$ cat src/rtl/pwr_mode_pkg.sv
package pwr_mode_pkg;

  typedef enum logic [3:0] {
    PM_OFF   = 4'd0,
    PM_PWRUP = 4'd1,
    PM_IDLE  = 4'd2,
    PM_HIB   = 4'd3,
    PM_HWAKE = 4'd4,
    PM_DOZE  = 4'd5,
    PM_DWAKE = 4'd6,
    PM_RXSET = 4'd7,
    PM_RX    = 4'd8,
    PM_TXSET = 4'd9,
    PM_TX    = 4'd10
  } pm_state_e;

  localparam int CMD_W  = 3;
  localparam int CSEL_W = 3;

  localparam logic [CMD_W-1:0] PM_CMD_HIB  = 3'd1;
  localparam logic [CMD_W-1:0] PM_CMD_DOZE = 3'd2;
  localparam logic [CMD_W-1:0] PM_CMD_RX   = 3'd3;
  localparam logic [CMD_W-1:0] PM_CMD_TX   = 3'd4;

  // slowest clock-out period in core clocks, bounds the doze wake delay
  localparam int unsigned CLKO_MAX_PERIOD = 976;

  typedef struct packed {
    logic osc;
    logic spi;
    logic clko;
    logic oe;
    logic rx;
    logic tx;
    logic ooi;
  } pm_drive_t;

  // clock-out period in core clocks (16 MHz core): divide by 2^sel up to 1 MHz,
  // then the three low-rate settings
  function automatic int unsigned clko_period_cyc(input logic [CSEL_W-1:0] sel);
    case (sel)
      3'd5:    return 256;
      3'd6:    return 488;
      3'd7:    return CLKO_MAX_PERIOD;
      default: return 32'd1 << sel;
    endcase
  endfunction

  // true when the selected clock-out rate is 1 MHz or slower
  function automatic logic clko_slow(input logic [CSEL_W-1:0] sel);
    return sel >= 3'd4;
  endfunction

  function automatic int unsigned max2(input int unsigned a, input int unsigned b);
    return (a > b) ? a : b;
  endfunction

endpackage

$ cat src/rtl/pms_edge_det.sv
module pms_edge_det (
  input  logic clk,
  input  logic rst_n,
  input  logic level_i,
  output logic rise_o,
  output logic fall_o
);

  logic level_q;

  always_ff @(posedge clk or negedge rst_n) begin
    if (!rst_n) level_q <= 1'b0;
    else        level_q <= level_i;
  end

  assign rise_o = level_i & ~level_q;
  assign fall_o = ~level_i & level_q;

endmodule

$ cat src/rtl/pms_warm_timer.sv
module pms_warm_timer #(
  parameter int CW = 8
) (
  input  logic          clk,
  input  logic          rst_n,
  input  logic          restart_i,
  input  logic [CW-1:0] limit_i,
  output logic          done_o
);

  logic [CW-1:0] cnt_q;

  // counts cycles spent in the current state; saturates so it never wraps
  always_ff @(posedge clk or negedge rst_n) begin
    if (!rst_n)                cnt_q <= '0;
    else if (restart_i)        cnt_q <= '0;
    else if (cnt_q != {CW{1'b1}}) cnt_q <= cnt_q + CW'(1);
  end

  assign done_o = (cnt_q == limit_i - CW'(1));

endmodule

$ cat src/rtl/pms_out_dec.sv
module pms_out_dec
  import pwr_mode_pkg::*;
(
  input  pm_state_e                state_i,
  input  logic                     clko_doze_en_i,
  input  logic [CSEL_W-1:0]        clko_sel_i,
  output pm_drive_t                drv_o
);

  always_comb begin
    drv_o = '0;
    case (state_i)
      PM_OFF:   drv_o = '0;
      PM_PWRUP, PM_HWAKE, PM_DWAKE: begin
        drv_o.osc = 1'b1;
        drv_o.oe  = 1'b1;
      end
      PM_IDLE: begin
        drv_o.osc  = 1'b1;
        drv_o.spi  = 1'b1;
        drv_o.clko = 1'b1;
        drv_o.oe   = 1'b1;
      end
      PM_HIB: drv_o.oe = 1'b1;
      PM_DOZE: begin
        drv_o.osc  = 1'b1;
        drv_o.oe   = 1'b1;
        drv_o.clko = clko_doze_en_i & clko_slow(clko_sel_i);
      end
      PM_RXSET, PM_RX, PM_TXSET, PM_TX: begin
        drv_o.osc  = 1'b1;
        drv_o.spi  = 1'b1;
        drv_o.clko = 1'b1;
        drv_o.oe   = 1'b1;
        drv_o.ooi  = 1'b1;
        drv_o.rx   = (state_i == PM_RX);
        drv_o.tx   = (state_i == PM_TX);
      end
      default: drv_o = '0;
    endcase
  end

endmodule

$ cat src/rtl/pwr_mode_seq.sv
module pwr_mode_seq
  import pwr_mode_pkg::*;
#(
  parameter int unsigned PWRUP_CYC      = 240000,
  parameter int unsigned HIB_WAKE_CYC   = 160000,
  parameter int unsigned DOZE_WAKE_CYC  = 4800,
  parameter int unsigned TRX_SETTLE_CYC = 2304
) (
  input  logic       clk,
  input  logic       rst_n,
  input  logic       attn_i,
  input  logic       trx_en_i,
  input  logic       cmd_valid_i,
  input  logic [2:0] cmd_code_i,
  input  logic       timer_match_i,
  input  logic       clko_doze_en_i,
  input  logic [2:0] clko_sel_i,
  output logic       osc_en_o,
  output logic       spi_en_o,
  output logic       clko_en_o,
  output logic       pad_oe_o,
  output logic       rx_en_o,
  output logic       tx_en_o,
  output logic       out_of_idle_o,
  output logic       cmd_err_o
);

  localparam int unsigned MAX_LIM = max2(max2(PWRUP_CYC, HIB_WAKE_CYC),
                                         max2(DOZE_WAKE_CYC + CLKO_MAX_PERIOD, TRX_SETTLE_CYC));
  localparam int CW = $clog2(MAX_LIM + 1);

  pm_state_e     state_q, state_d;
  logic          dir_q, dir_d;      // 0 receive, 1 transmit
  logic          err_q;
  logic          trx_rise, trx_fall;
  logic          tmr_done, tmr_restart;
  logic [CW-1:0] tmr_limit;
  logic          in_warm;
  logic          cmd_refused;
  logic          cmd_hib, cmd_doze, cmd_rx, cmd_tx;
  pm_drive_t     drv;

  pms_edge_det u_trx_edge (
    .clk     (clk),
    .rst_n   (rst_n),
    .level_i (trx_en_i),
    .rise_o  (trx_rise),
    .fall_o  (trx_fall)
  );

  always_comb begin
    case (state_q)
      PM_PWRUP:          tmr_limit = CW'(PWRUP_CYC);
      PM_HWAKE:          tmr_limit = CW'(HIB_WAKE_CYC);
      PM_DWAKE:          tmr_limit = CW'(DOZE_WAKE_CYC + clko_period_cyc(clko_sel_i));
      PM_RXSET, PM_TXSET: tmr_limit = CW'(TRX_SETTLE_CYC);
      default:           tmr_limit = CW'(1);
    endcase
  end

  assign tmr_restart = (state_d != state_q);

  pms_warm_timer #(.CW(CW)) u_timer (
    .clk       (clk),
    .rst_n     (rst_n),
    .restart_i (tmr_restart),
    .limit_i   (tmr_limit),
    .done_o    (tmr_done)
  );

  assign cmd_hib  = cmd_valid_i && (cmd_code_i == PM_CMD_HIB);
  assign cmd_doze = cmd_valid_i && (cmd_code_i == PM_CMD_DOZE);
  assign cmd_rx   = cmd_valid_i && (cmd_code_i == PM_CMD_RX);
  assign cmd_tx   = cmd_valid_i && (cmd_code_i == PM_CMD_TX);
  assign cmd_refused = cmd_valid_i && (state_q != PM_IDLE);
  assign in_warm  = (state_q == PM_PWRUP) || (state_q == PM_HWAKE) || (state_q == PM_DWAKE);

  always_comb begin
    state_d = state_q;
    dir_d   = dir_q;
    case (state_q)
      PM_OFF:   state_d = PM_PWRUP;
      PM_PWRUP: if (tmr_done) state_d = PM_IDLE;
      PM_IDLE: begin
        if (cmd_rx)      dir_d = 1'b0;
        else if (cmd_tx) dir_d = 1'b1;
        if (cmd_hib)       state_d = PM_HIB;
        else if (cmd_doze) state_d = PM_DOZE;
        else if (trx_rise) state_d = dir_d ? PM_TXSET : PM_RXSET;
      end
      PM_HIB:   if (attn_i) state_d = PM_HWAKE;
      PM_HWAKE: if (tmr_done) state_d = PM_IDLE;
      PM_DOZE:  if (attn_i || timer_match_i) state_d = PM_DWAKE;
      PM_DWAKE: if (tmr_done) state_d = PM_IDLE;
      PM_RXSET: begin
        if (trx_fall)      state_d = PM_IDLE;
        else if (tmr_done) state_d = PM_RX;
      end
      PM_TXSET: begin
        if (trx_fall)      state_d = PM_IDLE;
        else if (tmr_done) state_d = PM_TX;
      end
      PM_RX, PM_TX: if (trx_fall) state_d = PM_IDLE;
      default:  state_d = PM_OFF;
    endcase
  end

  always_ff @(posedge clk or negedge rst_n) begin
    if (!rst_n) begin
      state_q <= PM_OFF;
      dir_q   <= 1'b0;
      err_q   <= 1'b0;
    end else begin
      state_q <= state_d;
      dir_q   <= dir_d;
      if (cmd_refused) err_q <= 1'b1;
    end
  end

  pms_out_dec u_dec (
    .state_i        (state_q),
    .clko_doze_en_i (clko_doze_en_i),
    .clko_sel_i     (clko_sel_i),
    .drv_o          (drv)
  );

  assign osc_en_o      = drv.osc;
  assign spi_en_o      = drv.spi;
  assign clko_en_o     = drv.clko;
  assign pad_oe_o      = drv.oe;
  assign rx_en_o       = drv.rx;
  assign tx_en_o       = drv.tx;
  assign out_of_idle_o = drv.ooi;
  assign cmd_err_o     = err_q;

  // ---------------- assertions ----------------
  p_offquiet_r1: assert property (@(posedge clk)
    !rst_n |-> !(osc_en_o || spi_en_o || clko_en_o || pad_oe_o || rx_en_o || tx_en_o || cmd_err_o));

  p_spiosc_r2: assert property (@(posedge clk) disable iff (!rst_n)
    spi_en_o |-> osc_en_o);

  p_errsticky_r3: assert property (@(posedge clk) disable iff (!rst_n)
    cmd_err_o |=> cmd_err_o);

  p_errset_r3: assert property (@(posedge clk) disable iff (!rst_n)
    cmd_refused |=> cmd_err_o);

  p_sleepentry_r3: assert property (@(posedge clk) disable iff (!rst_n)
    ((state_q == PM_HIB || state_q == PM_DOZE) && $past(state_q) != state_q)
      |-> $past(state_q) == PM_IDLE);

  p_hibhold_r4: assert property (@(posedge clk) disable iff (!rst_n)
    (state_q == PM_HIB && !attn_i) |=> state_q == PM_HIB);

  p_dozewake_r5: assert property (@(posedge clk) disable iff (!rst_n)
    (state_q == PM_DOZE && (attn_i || timer_match_i)) |=> state_q == PM_DWAKE);

  p_onedir_r7: assert property (@(posedge clk) disable iff (!rst_n)
    !(rx_en_o && tx_en_o));

  p_fallidle_r8: assert property (@(posedge clk) disable iff (!rst_n)
    (trx_fall && out_of_idle_o) |=> state_q == PM_IDLE);

  p_ooi_r9: assert property (@(posedge clk) disable iff (!rst_n)
    (rx_en_o || tx_en_o) |-> out_of_idle_o);

  p_warmhold_r10: assert property (@(posedge clk) disable iff (!rst_n)
    (in_warm && !tmr_done) |=> state_q == $past(state_q));

endmodule

$ cat config.mk
export PLATFORM = sky130hd
export DESIGN_NAME = pwr_mode_seq
export DESIGN_NICKNAME = d
export VERILOG_FILES = /design/src/rtl/pwr_mode_pkg.sv /design/src/rtl/pms_edge_det.sv /design/src/rtl/pms_warm_timer.sv /design/src/rtl/pms_out_dec.sv /design/src/rtl/pwr_mode_seq.sv
export SDC_FILE = /design/constraint.sdc
export NUM_CORES = 1
export LEC_CHECK = 0
export CORE_MARGIN = 5
export CORE_UTILIZATION = 45
export DETAILED_ROUTE_END_ITERATION = 7
export DONT_BUFFER_PORTS = 1
export MAX_ROUTING_LAYER = met4
export SYNTH_ARGS = -nofsm -noshare
export SYNTH_HDL_FRONTEND = slang
export SYNTH_HIERARCHICAL = 1
export SYNTH_SLANG_ARGS = --single-unit
$ cat constraint.sdc
create_clock -name clk -period 4.7 [get_ports clk]
set_clock_uncertainty 0.15 [all_clocks]
set_input_delay 1.41 -clock clk [delete_from_list [all_inputs] [get_ports clk]]
set_output_delay 1.41 -clock clk [all_outputs]
set_load 0.02 [all_outputs]
==> impl_metrics.ini <==
[cells_and_area]
fillers = 538
area_growth_pct = 12.3
diodes = 0
stdcell_area_um2 = 2880
fin_nets = 360
drive_gt1_frac = 0.166
fin_util = 0.523

[logic_synthesis]
yosys.area_share.simple = 0.372
synth_compound_area_frac = 0.187
async_flop_share = 1.00
synth_fa_ha_area_frac = 0.00976
synth_edf_count = 0
synth_top_family_by_area = simple AND/OR/NAND/NOR gates
yosysSeqAreaShare = 0.244
synth_most_common_cell = nor2_1
synthXorXnorAreaFrac = 0.120
yosysUniqueCellTypes = 67
synth-seq-cells = 25
synthCells = 329
syn-num-nets = 344
ys.flop_type = dfrtp_1
ys_warn_count = 6
synthTopCellsByCount = nor2_1, nand2_1, dfrtp_1
yosysTopAreaCellShare = 0.244
ys_top_cells_by_area = dfrtp_1, xnor2_1, nor2_1
synth.avg_cell_area_um2 = 7.79
yosys.area.top_type = dfrtp_1
syn_area_um2 = 2560
muxShareOfSynthArea = 0.0244

[power]
power_density_nw_per_um2 = 154
ir_worst_vdd_v = 0.0000864
p_seq_frac = 0.487
power_uw = 445
p_clk_frac = 0.300
power.internal_uw = 320
power_frac_comb = 0.213
swShare = 0.280
p_sw_uw = 125
total_leakage_power_nw = 1.10

[floorplanning]
die_h_um = 85.5
rows = 27
start_util = 0.466
ioPinCount = 21
die_w_um = 85.5
core_um2 = 5510
die_area_um2 = 7310

[sta]
slew_headroom = 0.514
setup_viol = 0
slew_violations = 0
fmax_mhz = 221
min_period_over_period = 0.962
hold_viol = 0
period_needed_ns = 4.52
tightest_slew_ns = 0.724
setup_ws_ns = 0.177

[status]
outcome = finished, final reports clean

[grt]
overflow = 0
antenna_found_initial = 0
grt_max_degree = 30
grtUsageTotal = 0.180
grt_pass1_wl_um = 10600
grt_pass1_vias = 2231

[detailed_routing]
vias_per_cell = 5.72
wire_per_inst_um = 14.4
dr.pass1.iters = 4
drt-total-wl_um = 6000
num_vias = 2381
postRouteAntennaNets = 0
post-route-drc-count = 0
drt_iter0_drc = 141

[setup_path]
timing.rr.start = state_q[0]
critPathCaptureType = register
required_ns = 4.70
crit_path_max_fanout = 7
critPathMaxStageDelay_ns = 0.52
crit_type = in2reg
crit_path_end = state_q[1]
path_cells = inv_1 > a31o_2 > a21oi_2 > o21ai_2 > nor4_4 > nand3b_1 > or4_4 > or4_1 > o211ai_1 > and4bb_2 > buf_6 > inv_1 > o221ai_1 > a21oi_1 > or3_1
cp_num_cells = 15
rrSetupSlack_ns = 0.53
path_buf_inv = 3
startpoint_type = input port
crit_path_start = clko_sel_i[1]
cpMostUsedCell = inv_1
arrival_ns = 4.52
worstRegToRegCells = 15
slowest_stage = or4_1
r2r-end = state_q[1]
critical_path.top_delay_family = simple AND/OR/NAND/NOR gates

[min_path]
holdCritPathClass = reg2reg

[run]
cap_violations = 0

[clock_network]
clk_latency_ns = 0.27
tritoncts = yes
cts_root_buf = clkbuf_8
clkTransAtPathRegs_ns = 0.10
hold_buffers = 0
cts_sinks = 25
cts.path.max_buffers = 2
cts_buffers = 3
h-tree-depth = 1

[place]
post_dp_cell_area_um2 = 2780
port_buffers = 0
dpl.hpwl_um = 4580
gp_congestion = 0.892
place_ws_ns = -0.194
-- flip-flops by register name (all words and copies together) (netlist names) --
| signal | cells |
|---|---|
| dir_q | 1 |
| u_trx_edge/level_q | 1 |
| state_q | 4 |
| u_timer/cnt_q | 18 |
| cmd_err_o | 1 |
-- worst min-delay path by stage --
stage,start,end,slack (ns),depth (start not counted)
final,u_timer/cnt_q[6],u_timer/cnt_q[6],0.45,2
after global routing,cmd_err_o,cmd_err_o,0.50,1
after CTS,u_timer/cnt_q[6],u_timer/cnt_q[6],0.46,2
after detailed placement,cmd_err_o,cmd_err_o,0.44,1
after global placement,cmd_err_o,cmd_err_o,0.43,1
after floorplan,u_timer/cnt_q[1],u_timer/cnt_q[1],0.40,2
-- layer usage --
layer	routed length, µm	up-vias	track usage	share of wire
met5	0	-	-	0
met4	51	0	0.0403	0.0085
met3	306	5	0.0243	0.051
met2	2660	55	0.266	0.44
met1	2980	1107	0.259	0.50
li1	-	1214	-	-
-- power by group through the flow --
stage,combinational [mW],clock (mW),sequential (mW)
after floorplan,0.0760,0,0.222
after global routing,0.104,0.150,0.217
after CTS,0.0913,0.140,0.216
after global placement,0.0906,0,0.221
final,0.0947,0.133,0.216
after detailed placement,0.0907,0,0.221
-- metrics by stage --
stage | cells | setup TNS, ns | hold slack (ns)
after CTS | 413 | 0 | 0.460
after floorplan | 329 | -1.19 | 0.396
after detailed placement | 409 | -2.99 | 0.438
after global routing | 416 | -0.0393 | 0.503
final | 416 | 0 | 0.452
after global placement | 409 | -1.89 | 0.435
-- area by class of cell --
type                       count  area, µm²  share of cell area
tap                           72       90.1              0.0313
sequential                    25        626               0.217
clock inverter                 1       7.51             0.00261
timing repair buffer          25        199              0.0691
inverter                       7       28.8             0.00999
clock buffer                   3       41.3              0.0143
multi-input combinational    283       1890               0.656
-- placed cells by master (no fill, tap or decap), types with 10 or more instances in the layout --
master and count:
a21oi_1 18, buf_4 22, dfrtp_1 25, nand2_1 29, nand2b_1 17, nand3_1 10, nor2_1 39, o21ai_0 14
xnor2_1 22, xor2_1 13
-- timing repair --
action	in CTS	in global routing
endpoints found under the setup margin	0	19
gates resized for setup	0	7
setup buffers	0	3
-- kinds of logic (layout without fill, tap and decap cells) --
logic type | count (synthesis) | count (layout)
XOR/XNOR | 35 | 35
buffers and inverters | 21 | 36
AO/OA/AOI/OAI | 71 | 71
multiplexers | 6 | 6
adder cells (fa/ha/maj) | 2 | 2
AND/OR/NAND/NOR | 169 | 169
flip-flops | 25 | 25
-- tightest hold or removal path: stages, from the launching register on --
cell,delay [ns]
dfrtp_1,0.41
xnor2_1,0.13
nor2_1,0.04
Note: power is estimated with default switching activity, not from simulation.
